===== src/rtl/cell_cfg_pkg.sv =====
package cell_cfg_pkg;
   localparam int OCT_W = 8;
   localparam logic [3:0] SUB_ROUTE = 4'd1;
   localparam logic [3:0] SUB_XTAB  = 4'd6;
   localparam logic [3:0] SUB_YTAB  = 4'd7;
   localparam logic [3:0] SUB_MODE  = 4'd10;
   localparam int MODE_CLR_BIT = 3;

   typedef struct packed {
      logic z_to_reg;
      logic y_to_reg;
      logic wz_to_w;
      logic fb_to_w;
      logic z_to_c;
      logic z_to_fb;
      logic c_to_xo;
      logic c_to_yo;
   } route_t;
endpackage


===== src/rtl/cell_cfg_bank.sv =====
module cell_cfg_bank
   import cell_cfg_pkg::*;
#(
   parameter int ADDR_W = 8,
   parameter int DATA_W = 8,
   parameter int SUB_W  = 4
) (
   input  logic              clk,
   input  logic              rst_n,
   input  logic              we,
   input  logic [ADDR_W-1:0] addr,
   input  logic [DATA_W-1:0] wdata,
   output logic [DATA_W-1:0] route_oct,
   output logic [DATA_W-1:0] xtab_oct,
   output logic [DATA_W-1:0] ytab_oct,
   output logic [DATA_W-1:0] mode_oct
);
   localparam int HI_W = ADDR_W - SUB_W;

   if (HI_W < 1) begin : g_bad_addr
      $error("cell_cfg_bank: ADDR_W must exceed SUB_W");
   end
   if (DATA_W != OCT_W) begin : g_bad_data
      $error("cell_cfg_bank: DATA_W must be one octet");
   end

   logic            hit;
   logic [SUB_W-1:0] sub;

   assign sub = addr[SUB_W-1:0];
   assign hit = we && (addr[ADDR_W-1:SUB_W] == '0);

   always_ff @(posedge clk or negedge rst_n) begin
      if (!rst_n) begin
         route_oct <= '1;
         mode_oct  <= '1;
         xtab_oct  <= '0;
         ytab_oct  <= '0;
      end else if (hit) begin
         if (sub == SUB_W'(SUB_ROUTE)) route_oct <= wdata;
         if (sub == SUB_W'(SUB_XTAB))  xtab_oct  <= wdata;
         if (sub == SUB_W'(SUB_YTAB))  ytab_oct  <= wdata;
         if (sub == SUB_W'(SUB_MODE))  mode_oct  <= wdata;
      end
   end
endmodule


===== config.mk =====
export PLATFORM = sky130hd
export DESIGN_NAME = cell_cfg_bank
export DESIGN_NICKNAME = d
export VERILOG_FILES = /design/src/rtl/cell_cfg_pkg.sv /design/src/rtl/cell_cfg_bank.sv
export SDC_FILE = /design/constraint.sdc
export NUM_CORES = 1
export LEC_CHECK = 0
export BUFFER_PORTS_ARGS = -buffer_cell sky130_fd_sc_hd__buf_2
export CORE_ASPECT_RATIO = 0.8
export CORE_MARGIN = 2
export CORE_UTILIZATION = 42
export DETAILED_ROUTE_END_ITERATION = 6
export GPL_TIMING_DRIVEN = 0
export PLACE_DENSITY = 0.73
export RECOVER_POWER = 100
export SYNTH_ARGS = -nofsm -noshare
export SYNTH_HDL_FRONTEND = slang
export SYNTH_SLANG_ARGS = --single-unit

===== constraint.sdc =====
create_clock -name clk -period 0.8 [get_ports clk]
set_clock_uncertainty 0.1 [all_clocks]
set_input_delay 0 -clock clk [delete_from_list [all_inputs] [get_ports clk]]
set_output_delay 0 -clock clk [all_outputs]
set_load 0.005 [all_outputs]

==> impl_metrics.yaml <==
power_and_ir_drop:
  fin_total_pwr_mw: 3.45
  leakage_nw: 1.00
  ir_drop_mv: 1.14
  seq_power_share_pct: 51.4
  switching_share_pct: 21.4
  p_comb_share_pct: 10.6
  p_clk_share_pct: 38.0
  p_sw_mw: 0.739
  power_density_nw_per_um2: 1800
  p_int_mw: 2.71
clock_tree:
  clkTransAtPathRegs_ps: 60
  cts_made_buffers: 5
  cts_sinks: 32
  root_buffer: "clkbuf_8"
  worstSkewPairLatency_ps: 280
  tritoncts: "built"
  htreeDepth: 2
  clk_path_buf_depth: 2
final_layout:
  postLayoutCoreUtil_pct: 63.6
  final_cell_mix: "36 x buf_2, 18 x buf_6, 17 x mux2_4"
  nets: 157
  drive_above_1_share_pct: 85.5
  final_common_cell: "buf_2"
  antenna_cells: 0
  syn_to_final_growth_pct: 47.9
setup_path:
  cp_max_fo: 8
  cpLargestDelayFamily: "simple AND/OR/NAND/NOR gates"
  worst-path-buf-inv: 1
  cp_slowest_cell: "or4b_4"
  cp-end-kind: "flop"
  rr_worst_depth: 2
  path_class: "in -> reg"
  reg2reg_slack_ps: -110
  max_stage_delay_ps: 550
  path_cells: "buf_6, or4b_4, or3_4, mux2_4"
  rr_startpoint: "route_oct[3]"
  rr_endpoint: "route_oct[3]"
  cp.required_ps: 860
  cp_data_arrival_time_ps: 1420
  critPathLaunchType: "input pin"
timing:
  setup_violations: 64
  fmax_mhz: 738
  slew_viol_final: 0
  rsz0062_at_grt: "yes"
  hold_viol: 48
  period_share_pct: 169
  period_minus_slack_ps: 1350
  postLayoutSetupSlackWorst_ps: -555
  fin_hold_ws_ps: -313
  tightest_slew_ps: 785
  slew_headroom_pct: 47.7
logic_synthesis:
  synth.distinct_cells: 13
  syn_nets: 93
  ys_ff_latch: 32
  synth_area_sq_um: 1300
  seq_area_frac_synth_pct: 63.2
  synth.avg_cell_area_sq_um: 17.6
  synthCells: 74
  ys_warn_count: 0
grt:
  grt_pass1_vias: 918
  antenna_found_initial: 0
  grt_overflow: 0
  grt_max_degree: 33
  track_usage_pct: 19.0
  grt_pass1_wl_um: 4680
floorplanning:
  fp.coreArea_sq_um: 3020
  core.rowCount: 18
  die_w_um: 66.2
  initial_core_util_pct: 43.0
  die_y_um: 53.7
  design.die.area_sq_um: 3560
  ios: 51
detailed_routing:
  totalWireLength_um: 3000
  drc_errors: 0
  via_per_inst: 5.03
  avgRoutedWirePerCell_um: 16.9
  vias: 896
  dr.pass1.iters: 2
  dr.first_iter.drc_count: 28
  antenna_left: 0
placed_design:
  place_hpwl_um: 1880
  io_buffers: 50
  gp_congestion: 0.805
job:
  cap_viol_max_count: 0
min_path:
  min-delay-path-class: "in -> async"
status:
  violations: "hold timing, setup timing"
  status: "complete, but fails checks"
[Yosys cell counts, drive strengths merged]
cell	n	share of area, %
buf	1	0.87
nand4bb	1	0.87
dfstp	16	32
nand4b	2	1.3
dfrtp	16	31
or3	1	0.48
nor3	2	1.2
or4b	1	1.1
mux2	32	30
inv	1	0.29
nor4b	1	0.67
[layer usage]
metal	track usage [%]	wire [um]	part of all wire (%)
met4	10.9	67	2.2
met3	5.86	222	7.4
met1	22.5	1280	43
met2	31.0	1430	48
met5	0	0	0
[worst max-delay path by stage]
stage / start / endpoint / slack [ps] / cells after the start
floorplan: addr[5] / ytab_oct[0] / -710 / 4
global placement: addr[5] / xtab_oct[6] / -1070 / 4
finish: addr[5] / ytab_oct[3] / -550 / 4
detailed placement: addr[5] / xtab_oct[2] / -1120 / 4
CTS: addr[5] / ytab_oct[3] / -570 / 5
global route: addr[5] / ytab_oct[3] / -570 / 4
[repair_timing]
item / CTS / global route
endpoints found under the hold margin: 48 / 48
buffers inserted: 7 / 1
pin swaps: 3 / 1
resized for setup: 22 / 10
endpoints found under the setup margin: 64 / 64
[cell families after synthesis]
logic type	share of synthesized area [%]
multiplexers	30.1
flip-flops	63.2
AND/OR/NAND/NOR	5.59
buffers and inverters	1.16
[registers in the layout (all words and copies together) (netlist names)]
register / count
route_oct: 8
ytab_oct: 8
mode_oct: 8
xtab_oct: 8
[final cells by class]
class,count,area (sq um)
inverter,1,3.75
fill,236,1100
tap,40,50.0
timing repair buffer,58,410
sequential,32,821
multi-input combinational,40,539
clock buffer,7,96.3
[power by group through the flow]
stage	registers, mW	clock network, mW	logic, mW
floorplan	1.80	0	0.0943
detailed placement	1.79	0	0.288
global placement	1.79	0	0.275
CTS	1.77	1.35	0.336
finish	1.78	1.31	0.365
global route	1.79	1.39	0.398
[stage by stage]
| stage | setup TNS (ps) | setup WS (ps) | hold slack [ps] | std cells | instance area, sq um |
|---|---|---|---|---|---|
| 6_report | -15310 | -555 | -313 | 178 | 1920 |
| 5_1_grt | -17270 | -568 | -267 | 178 | 1920 |
| 4_1_cts | -14380 | -568 | -326 | 178 | 1860 |
| 3_5_place_dp | -28240 | -1120 | -18.9 | 164 | 1600 |
| 3_3_place_gp | -26520 | -1070 | -38.2 | 164 | 1600 |
| 2_1_floorplan | -16500 | -711 | -396 | 74 | 1300 |
Power figures use the tool's default switching activity.
